## src/rtl/ps2h_pkg.sv

```systemverilog
package ps2h_pkg;
  localparam int OFF_CTRL = 'h00;
  localparam int OFF_STAT = 'h04;
  localparam int OFF_DATA = 'h08;
  localparam int OFF_DIV  = 'h0C;
  localparam int OFF_ISR  = 'h10;

  localparam int TX_EN_BIT   = 3;
  localparam int RX_EN_BIT   = 4;
  localparam int RXFULL_BIT  = 4;
  localparam int ISR_RX_BIT  = 0;
  localparam int ISR_TX_BIT  = 1;
  localparam logic [7:0] STAT_BASE = 8'h43;

  typedef enum logic [2:0] {
    RS_NONE, RS_CTRL, RS_STAT, RS_DATA, RS_DIV, RS_ISR
  } rdSel_e;

  typedef struct packed {
    logic   wrCtrl;
    logic   wrDiv;
    logic   wrData;
    logic   rdData;
    logic   sizeBad;
    rdSel_e rdSel;
  } strobe_t;
endpackage

```

## src/rtl/ps2h_decode.sv

```systemverilog
module ps2h_decode
  import ps2h_pkg::*;
#(
  parameter int AddrW = 5,
  parameter int SizeW = 2
) (
  input  logic             busSel,
  input  logic             busWrite,
  input  logic [AddrW-1:0] busAddr,
  input  logic [SizeW-1:0] busSize,
  output strobe_t          stb
);
  logic wrOk;
  logic rdOk;

  assign wrOk = busSel && busWrite && (busSize == '0);
  assign rdOk = busSel && !busWrite;

  always_comb begin
    stb         = '0;
    stb.rdSel   = RS_NONE;
    stb.sizeBad = busSel && busWrite && (busSize != '0);
    stb.wrCtrl  = wrOk && (busAddr == AddrW'(OFF_CTRL));
    stb.wrDiv   = wrOk && (busAddr == AddrW'(OFF_DIV));
    stb.wrData  = wrOk && (busAddr == AddrW'(OFF_DATA));
    stb.rdData  = rdOk && (busAddr == AddrW'(OFF_DATA));
    if (rdOk) begin
      case (busAddr)
        AddrW'(OFF_CTRL): stb.rdSel = RS_CTRL;
        AddrW'(OFF_STAT): stb.rdSel = RS_STAT;
        AddrW'(OFF_DATA): stb.rdSel = RS_DATA;
        AddrW'(OFF_DIV):  stb.rdSel = RS_DIV;
        AddrW'(OFF_ISR):  stb.rdSel = RS_ISR;
        default:          stb.rdSel = RS_NONE;
      endcase
    end
  end
endmodule

```

## src/rtl/ps2h_datapath.sv

```systemverilog
module ps2h_datapath
  import ps2h_pkg::*;
#(
  parameter int DataW = 8
) (
  input  logic             clk,
  input  logic             rstN,
  input  strobe_t          stb,
  input  logic [DataW-1:0] busWdata,
  output logic [DataW-1:0] busRdata,
  output logic             sizeErr,
  input  logic             rxValid,
  input  logic [DataW-1:0] rxData,
  output logic             rxPop,
  output logic             txValid,
  output logic [DataW-1:0] txData,
  input  logic             txReady,
  output logic             irq,
  output logic [DataW-1:0] ctrlQ,
  output logic             rawTxQ
);
  localparam int IsrW = 2;

  logic [DataW-1:0] divQ;
  logic [DataW-1:0] txBufQ;
  logic             txPendQ;
  logic [IsrW-1:0]  isr;
  logic [DataW-1:0] statVal;
  logic [DataW-1:0] rdNext;

  always_comb begin
    isr             = '0;
    isr[ISR_RX_BIT] = rxValid && ctrlQ[RX_EN_BIT];
    isr[ISR_TX_BIT] = rawTxQ && ctrlQ[TX_EN_BIT];
  end

  always_comb begin
    statVal             = DataW'(STAT_BASE);
    statVal[RXFULL_BIT] = rxValid;
  end

  always_comb begin
    case (stb.rdSel)
      RS_CTRL: rdNext = ctrlQ;
      RS_STAT: rdNext = statVal;
      RS_DATA: rdNext = rxValid ? rxData : '0;
      RS_DIV:  rdNext = divQ;
      RS_ISR:  rdNext = DataW'(isr);
      default: rdNext = '0;
    endcase
  end

  always_ff @(posedge clk or negedge rstN) begin
    if (!rstN) begin
      ctrlQ    <= '0;
      divQ     <= '0;
      busRdata <= '0;
      sizeErr  <= 1'b0;
    end else begin
      busRdata <= rdNext;
      sizeErr  <= stb.sizeBad;
      if (stb.wrCtrl) ctrlQ <= busWdata;
      if (stb.wrDiv)  divQ  <= busWdata;
    end
  end

  always_ff @(posedge clk or negedge rstN) begin
    if (!rstN) begin
      txPendQ <= 1'b0;
      txBufQ  <= '0;
      rawTxQ  <= 1'b0;
    end else if (stb.wrData && !txPendQ) begin
      txPendQ <= 1'b1;
      txBufQ  <= busWdata;
      rawTxQ  <= 1'b0;
    end else if (txPendQ && txReady) begin
      txPendQ <= 1'b0;
      rawTxQ  <= 1'b1;
    end
  end

  assign rxPop   = stb.rdData && rxValid;
  assign txValid = txPendQ;
  assign txData  = txBufQ;
  assign irq     = |isr;
endmodule

```

## src/rtl/ps2_host_regs.sv

```systemverilog
module ps2_host_regs
  import ps2h_pkg::*;
#(
  parameter int AddrW = 5,
  parameter int SizeW = 2,
  parameter int DataW = 8
) (
  input  logic             clk,
  input  logic             rstN,
  input  logic             busSel,
  input  logic             busWrite,
  input  logic [AddrW-1:0] busAddr,
  input  logic [SizeW-1:0] busSize,
  input  logic [DataW-1:0] busWdata,
  output logic [DataW-1:0] busRdata,
  output logic             sizeErr,
  input  logic             rxValid,
  input  logic [DataW-1:0] rxData,
  output logic             rxPop,
  output logic             txValid,
  output logic [DataW-1:0] txData,
  input  logic             txReady,
  output logic             irq
);
  strobe_t          stb;
  logic [DataW-1:0] ctrlQ;
  logic             rawTxQ;

  ps2h_decode #(.AddrW(AddrW), .SizeW(SizeW)) u_decode (
    .busSel(busSel), .busWrite(busWrite), .busAddr(busAddr),
    .busSize(busSize), .stb(stb)
  );

  ps2h_datapath #(.DataW(DataW)) u_dp (
    .clk(clk), .rstN(rstN), .stb(stb), .busWdata(busWdata),
    .busRdata(busRdata), .sizeErr(sizeErr), .rxValid(rxValid),
    .rxData(rxData), .rxPop(rxPop), .txValid(txValid), .txData(txData),
    .txReady(txReady), .irq(irq), .ctrlQ(ctrlQ), .rawTxQ(rawTxQ)
  );
endmodule

```

## config.mk

```make
export PLATFORM = sky130hd
export DESIGN_NAME = ps2_host_regs
export DESIGN_NICKNAME = d
export VERILOG_FILES = /design/src/rtl/ps2h_pkg.sv /design/src/rtl/ps2h_decode.sv /design/src/rtl/ps2h_datapath.sv /design/src/rtl/ps2_host_regs.sv
export SDC_FILE = /design/constraint.sdc
export NUM_CORES = 1
export LEC_CHECK = 0
export ABC_AREA = 0
export ABC_CLOCK_PERIOD_IN_PS = 1200
export BUFFER_PORTS_ARGS = -buffer_cell sky130_fd_sc_hd__buf_2
export CORE_UTILIZATION = 45
export CTS_CLUSTER_SIZE = 25
export DETAILED_ROUTE_END_ITERATION = 8
export PLACE_DENSITY = 0.74
export SYNTH_ARGS = -nofsm -noshare
export SYNTH_HDL_FRONTEND = slang
export SYNTH_SLANG_ARGS = --single-unit
```

## constraint.sdc

```tcl
create_clock -name clk -period 1.2 [get_ports clk]
set_clock_uncertainty 0.05 [all_clocks]
set_input_delay 0.24 -clock clk [delete_from_list [all_inputs] [get_ports clk]]
set_output_delay 0.24 -clock clk [all_outputs]
set_load 0.01 [all_outputs]
```

# After elaboration in Yosys (flattened, before gate mapping)
# Index checks and enable logic that the tools add are counted.
dict set report classes {
  muxes 8
  reduce_logical 20
  n_eq_ne 9
}
# operator n
set op_table {}
lappend op_table {{one-hot mux 8 bit (5 select lines)} 1}
lappend op_table {{one-hot mux 3 bit (5 select lines)} 1}
lappend op_table {{logical AND 1 bit} 13}
lappend op_table {{== test 5 x 4 -> 1 bit, second input constant} 2}
lappend op_table {{two-way mux 8 bit} 1}
lappend op_table {{== test 3 x 2 -> 1 bit, second input constant} 2}
lappend op_table {{== test 3 bit, second input constant} 2}
lappend op_table {{== test 5 x 3 -> 1 bit, second input constant} 1}
lappend op_table {{== test 5 bit, second input constant} 1}
lappend op_table {{logical NOT 5 bit} 1}
lappend op_table {{two-way mux 1 bit} 4}
lappend op_table {{nonzero test 2 bit} 2}
lappend op_table {{== test 3 x 1 -> 1 bit, second input constant} 1}
lappend op_table {{two-way mux 3 bit} 1}
lappend op_table {{logical NOT 1 bit} 2}
lappend op_table {{logical NOT 2 bit} 1}
lappend op_table {{OR reduction 2 bit} 1}
dict set report word_totals {
  word_cells 44
  in_bits 29
  output_inout_bits 20
  regBits 35
}

# Logic depth before layout (Yosys ltp)
# Gate-level depths: netlist (run 1).
dict set report depth {
  ltp_word 5
  ltp_mapped 5
  depth_no_buf 3
}

# By module
# A second synthesis (run 1) with hierarchy kept.
dict set report hier_totals {
  hier_cells 125
  area_unflattened_um2 1576.5
}
# module seq_area_each_um2 cells_each n_inst area_each_um2
set modules_own_cells {}
lappend modules_own_cells {ps2h_datapath 875.8 108 1 1458.9}
lappend modules_own_cells {ps2h_decode 0.0 17 1 117.6}

# Worst setup path before layout (run 1)
# OpenSTA, ideal clock, no wires.
dict set report synth_path {
  path_kind {input -> register}
  startpoint {in busAddr[2]}
  endpoint {reg u_dp.ctrlQ[0]}
  path_slack_ps -259
  path_buffers 2
  setup_ps 125
  arrival_time_ps 1284
  required_ps 1025
  stages 5
  cell_sequence {buf_2 nor2_1 and3_1 buf_2 mux2_2}
}
dict set report synth_via {
  elab_chain_len 2
}
# item line
set synth_rtl {}
lappend synth_rtl {{start: declaration} ps2_host_regs.sv:12} ;# input logic [AddrW-1:0] busAddr,
lappend synth_rtl {{logical NOT 5 bit} ps2h_decode.sv:23} ;# stb.wrCtrl = wrOk && (busAddr == AddrW'(OFF_CTRL));
lappend synth_rtl {{logical AND 1 bit} ps2h_decode.sv:23}
lappend synth_rtl {{end signal: assignment} ps2h_datapath.sv:62} ;# if (stb.wrCtrl) ctrlQ <= busWdata;
lappend synth_rtl {{end: declaration} ps2h_datapath.sv:19} ;# output logic [DataW-1:0] ctrlQ,
# No other way between the ends.
# A chain may end at the register's enable or synchronous reset.

# Worst setup path in the final report (run 1)
dict set report layout_path {
  startpoint {reg u_dp.ctrlQ[3]}
  endpoint {out irq}
}
dict set report layout_via {
  elab_chain_len 2
}
# item line
set layout_rtl {}
lappend layout_rtl {{logical AND 1 bit} ps2h_datapath.sv:34} ;# isr[ISR_TX_BIT] = rawTxQ && ctrlQ[TX_EN_BIT];
lappend layout_rtl {{OR reduction 2 bit} ps2h_datapath.sv:85} ;# assign irq = |isr;
lappend layout_rtl {{end: declaration} ps2_host_regs.sv:23} ;# output logic irq
# No other way between the ends.

==> results of run 1 <==
[worst paths after layout]
kind / from / end / slack [ps] / cells after the start
setup reg to reg: u_dp.txValid / u_dp.txData[5] / -40 / 3
hold reg to reg: u_dp.txData[7] / u_dp.txData[7] / 460 / 1
max in group asynchronous: rstN / u_dp.busRdata[7] / 580 / 3
min in group asynchronous: rstN / u_dp.txData[1] / 340 / 3
hold / removal: txReady / u_dp.txValid / 40 / 2
setup / recovery: u_dp.ctrlQ[3] / irq / -190 / 2
[metrics by stage]
stage	instances	TNS, ps
finish	247	-676
global route	247	-933
CTS	243	-524
detailed placement	230	-8850
global placement	230	-8350
floorplan	123	-2740
[flip-flops by register name (all words and copies together), names as in the netlist]
name and cells:
u_dp.txData 8, u_dp.txValid 1, u_dp.sizeErr 1, u_dp.rawTxQ 1
u_dp.ctrlQ 8, u_dp.busRdata 8, u_dp.divQ 8
[cell families (layout without fill, tap and decap cells)]
family	Yosys count	count (layout)
DFF	35	35
and+or+nand+nor	32	33
muxes	25	25
AOI/OAI and AO/OA	22	22
buffers and inverters	9	86
[routing by layer]
metal	GRT usage [%]	part of all wire, %	vias up
met1	27.3	41	674
met2	37.8	49	58
li1	-	-	629
met3	5.46	6.6	12
met5	0	0	-
met4	12.7	3.3	0
[power groups by stage]
stage	sequential (uW)	combinational, uW	clock (uW)
finish	1250	343	648
floorplan	1280	133	0
detailed placement	1280	296	0
CTS	1250	332	660
global placement	1270	287	0
global route	1260	373	699
[cell type report]
class                   instances  area, um^2
fillers                       248        1080
flip-flops and latches         35         876
multi-input cells              80         768
repair buffers                 78         522
well taps                      46        57.6
clock buffers                   6        51.3
clock inverters                 1        5.00
inverters                       1        3.75
[what timing repair did]
item | CTS | global route
buffers inserted | 4 | 4
gates resized for setup | 19 | 3
cloned | 1 | 0
hold endpoints to repair | 35 | 0
hold buffers | 1 | 0
pin swaps | 5 | 4
setup endpoints to repair | 12 | 26
[layout by cell type, fill, tap and decap left out, drive strengths merged, types with 2 or more instances in the layout]
cell,n
a211oi,2
o211ai,2
nand3b,2
and2,2
mux2,24
buf,77
o211a,2
nor4b,2
a211o,2
a222oi,4
or4b,2
dfrtp,35
nor3,4
nor2b,2
nand2,3
o21ai,2
a21o,2
nand3,3
nor2,6
clkbuf,6
==> out/metrics.csv, run 1 <==
stage,metric,value,unit
drt,via-per-instance ratio,5.56,
clock_network,worst skew pair latency,330,ps
global_route,first-pass GRT wire length,6070,um
global_route,GRT Total Usage,22.8,%
setup_path,CP arrival,1100,ps
yosys,"Cell Area, Synth",1600,um^2
timing,Final setup viols,13,
drt,total number of vias,1373,
floorplanning,Initial Util,47.5,%
pwr,Switching Share,25.3,%
drt,Detailed Route WL,4050,um
timing,worst slew pin tran,401,ps
clock_network,CTS Sinks,35,
yosys,"Seq/Total Area, Yosys",54.8,%
setup_path,CP peak stage delay,400,ps
timing,Rel. slew slack,72.9,%
drt,post-route ant nets,0,
finish,NumNets Final,230,
global_route,largest net degree at the start of global routing,36,
yosys,most frequent cell after synthesis,dfrtp_1,
timing,Final Slew Violations,0,
yosys,adder-cell share of the synthesized area,0,%
drt,DRC viols,0,
outcome,outcome,finished with violations,
yosys,xor-xnor portion of the synthesized cell area,0,%
clock_network,Num CTS Buffers,5,
placed_design,placed cell area,2040,um^2
global_route,initial antenna violation count,0,
timing,Tcrit/Tclk final,116,%
pwr,Gate power share,15.3,%
yosys,Area contributors post-synth,"dfrtp_1 55%, mux2_2 17%, a222oi_1 2.5%",
yosys,number of synthesized flops with an enable pin,0,
finish,diodes inserted,0,
drt,routed len/inst,16.4,um
floorplanning,row count,21,
clock_network,H-tree depth,2,
yosys,Synth Flop Type,dfrtp_1,
drt,1st-pass router iterations,5,
pwr,Flop pwr share,55.8,%
yosys,post-synthesis simple-gate area fraction,13.4,%
yosys,Synth Area in Compound Gates,11.3,%
pwr,P per Cell Area,982,nW/um^2
pwr,Pwr Total,2240,uW
finish,Final Util,67.9,%
setup_path,CP max stage cell,dfrtp_1,
pwr,static leakage,0.00117,uW
yosys,multiplexer share of the synthesized area,17.5,%
floorplanning,Die W,61.6,um
run,Max-cap violations,0,
timing,final hold vios,0,
worst_hold_path,HP Class,in2reg,
finish,layout cells sized above 1,60.7,%
yosys,"Distinct cells, synth",39,
yosys,post-synth top area cell,dfrtp_1,
placed_design,port bufs,48,
yosys,Seq cells post-synth,35,
clock_network,clock buffer depth,2,
clock_network,Worst-path clk slew,100,ps
yosys,Post-synth ARST share,100,%
yosys,Syn. warnings,0,
yosys,Mean Syn Cell Area,13.0,um^2
timing,hold slack,44.3,ps
timing,final setup margin,-190,ps
floorplanning,CORE AREA,3360,um^2
timing,RSZ-0062 raised after global routing,true,
clock_network,Root Buffer,clkbuf_4,
floorplanning,I/O pin count,49,
placed_design,DP Worst Slack,-351,ps
clock_network,TritonCTS clock tree,done,
pwr,worst vdd ir,0.000803,V
yosys,syn nets,152,
floorplanning,die height,61.6,um
pwr,clock power share,28.9,%
floorplanning,die footprint,3790,um^2
timing,Max Fclk,719,MHz
yosys,post-synth top area share,54.8,%
pwr,net switching power,567,uW
placed_design,Final GP Congestion,0.854,
outcome,failing checks,negative setup slack,
finish,Finished Cell Area,2280,um^2
global_route,grt ovf,0,
finish,area delta synth->final,42.9,%
placed_design,dpl hpwl,2680,um
setup_path,CP Capture Type,primary output,
yosys,largest family of logic cells by synthesized area,multiplexers,
setup_path,crit path max fanout,2,
timing,Period minus WS final,1390,ps
setup_path,CP bufs+invs,1,
setup_path,worst setup path category,reg2out,
yosys,commonest cells in the netlist,"35 x dfrtp_1, 24 x mux2_2, 6 x nor2_1",
pwr,Internal,1680,uW
setup_path,Worst EP required,910,ps
drt,Iter 0 DRT Violations,35,
global_route,vias in the first global route,1295,
setup_path,CP top delay family,flip-flops,
setup_path,crit path launch type,register,
setup_path,"Cell Chain, Critical Path","a22o_1, buf_2",
yosys,Cells after Synth,123,
Power figures use the tool's default switching activity.
==> inputs of run 2 (changes only) <==
Settings changed: CORE_UTILIZATION 45 to 44, PLACE_DENSITY 0.74 to 0.73.
==> run 2 against run 1 <==
Compared with the run above:
- the run still ends with negative setup slack left
- hold slack lost 1.1 ps
- fmax decreased by 0.35%
- via count grew 0.22%
- cell area is 0.38% higher
- highest routed layer unchanged
- non-clock buffer count unchanged
- worst setup slack got worse by 4.8 ps
- register-to-register slack got worse by 20 ps
- sequential power about the same
- sequential cell count unchanged
==> out/metrics.csv, run 2 (same netlist as run 1, synthesis figures left out) <==
stage,metric,value,unit
pwr,worst vdd ir,0.000609,V
setup_path,"Cell Chain, Critical Path","a22o_1, buf_2",
drt,via-per-instance ratio,5.55,
global_route,largest net degree at the start of global routing,22,
setup_path,crit path launch type,register,
clock_network,CTS Sinks,35,
global_route,GRT Total Usage,22.5,%
global_route,first-pass GRT wire length,6600,um
setup_path,Worst EP required,910,ps
clock_network,H-tree depth,2,
timing,Final Slew Violations,0,
global_route,initial antenna violation count,0,
timing,RSZ-0062 raised after global routing,true,
timing,Max Fclk,717,MHz
setup_path,CP peak stage delay,400,ps
pwr,static leakage,0.00117,uW
finish,diodes inserted,0,
drt,Detailed Route WL,4050,um
setup_path,worst setup path category,reg2out,
setup_path,CP Capture Type,primary output,
drt,1st-pass router iterations,4,
timing,final hold vios,0,
clock_network,clock buffer depth,2,
clock_network,Worst-path clk slew,100,ps
floorplanning,Die W,62.3,um
placed_design,dpl hpwl,2860,um
clock_network,Root Buffer,clkbuf_4,
global_route,vias in the first global route,1378,
worst_hold_path,HP Class,in2reg,
floorplanning,row count,21,
pwr,P per Cell Area,974,nW/um^2
run,Max-cap violations,0,
floorplanning,CORE AREA,3420,um^2
placed_design,port bufs,48,
outcome,failing checks,negative setup slack,
drt,total number of vias,1376,
finish,NumNets Final,230,
timing,hold slack,43.2,ps
timing,Period minus WS final,1400,ps
floorplanning,die height,62.3,um
floorplanning,die footprint,3880,um^2
timing,final setup margin,-195,ps
clock_network,worst skew pair latency,350,ps
placed_design,Final GP Congestion,0.886,
drt,Iter 0 DRT Violations,88,
setup_path,crit path max fanout,2,
timing,setup TNS,-699,ps
finish,area delta synth->final,43.5,%
timing,Final setup viols,9,
setup_path,CP max stage cell,dfrtp_1,
outcome,outcome,finished with violations,
drt,DRC viols,0,
floorplanning,Initial Util,46.8,%
setup_path,CP arrival,1110,ps
finish,most frequent cells in the layout,"42 x buf_2, 34 x dfrtp_1, 25 x buf_4",
timing,Rel. slew slack,69.6,%
timing,Tcrit/Tclk final,116,%
clock_network,TritonCTS clock tree,done,
setup_path,worst reg2reg path depth,3,
floorplanning,I/O pin count,49,
global_route,grt ovf,0,
timing,worst slew pin tran,454,ps
drt,post-route ant nets,0,
drt,routed len/inst,16.3,um
worst_hold_path,WHS Path Cells,2,
finish,"commonest non-fill, non-tap cell in the layout",buf_2,
clock_network,Num CTS Buffers,5,
finish,fill count,261,
finish,layout cells sized above 1,61.4,%
## run 2: where the power goes
group,total (uW),internal (uW),switching [uW]
clock network,626,226,400
logic,356,190,165
registers,1250,1230,25.9
## run 2: timing repair
item                                    4_1_cts  5_1_grt
cloned                                        1        0
buffers inserted                              6        6
endpoints found under the hold margin        14        0
endpoints found under the setup margin       13       26
gates resized for setup                      19        6
hold buffers                                  1        0
pin swaps                                     4        7
## run 2: cell type report
class	instances	area, um^2	share of cell area [%]
Timing Repair Buffer	78	542	23.6
Clock inverter	2	12.5	0.546
Clock buffer	6	41.3	1.80
Sequential cell	35	877	38.3
Inverter	1	3.75	0.164
Multi-Input combinational cell	80	758	33.1
Tap cell	46	57.6	2.51
## run 2: metrics by stage
| stage | setup slack, ps | area, um^2 | power (uW) | std cells | util, % |
|---|---|---|---|---|---|
| 6_report | -195 | 2290 | 2230 | 248 | 67.1 |
| 5_1_grt | -230 | 2290 | 2330 | 248 | 67.1 |
| 4_1_cts | -203 | 2240 | 2230 | 243 | 65.5 |
| 3_5_place_dp | -366 | 2030 | 1570 | 227 | 59.4 |
| 3_3_place_gp | -323 | 2030 | 1560 | 227 | 59.4 |
| 2_1_floorplan | -140 | 1630 | 1410 | 123 | - |
## run 2: critical path: cells and delay by family (launching register included)
family	cells	cell delay [ps]
buf+inv	1	140
compound gates	1	230
flops	1	400
## run 2: layer usage
metal | track usage [%] | vias to the layer above | wire (um)
met4 | 13.1 | 0 | 108
met5 | 0 | - | 0
met2 | 35.9 | 76 | 2000
met3 | 5.70 | 10 | 278
met1 | 27.6 | 663 | 1660
li1 | - | 627 | -
## run 2: path summary, 6_finish.rpt
path                                start               end  slack (ps)
hold / removal                    txReady      u_dp.txValid          40
setup / recovery              u_dp.rawTxQ               irq        -200
min in group asynchronous            rstN  u_dp.busRdata[6]         270
max in group asynchronous            rstN      u_dp.txValid         390
hold reg to reg            u_dp.txData[0]    u_dp.txData[0]         460
setup reg to reg             u_dp.txValid    u_dp.txData[1]         -60
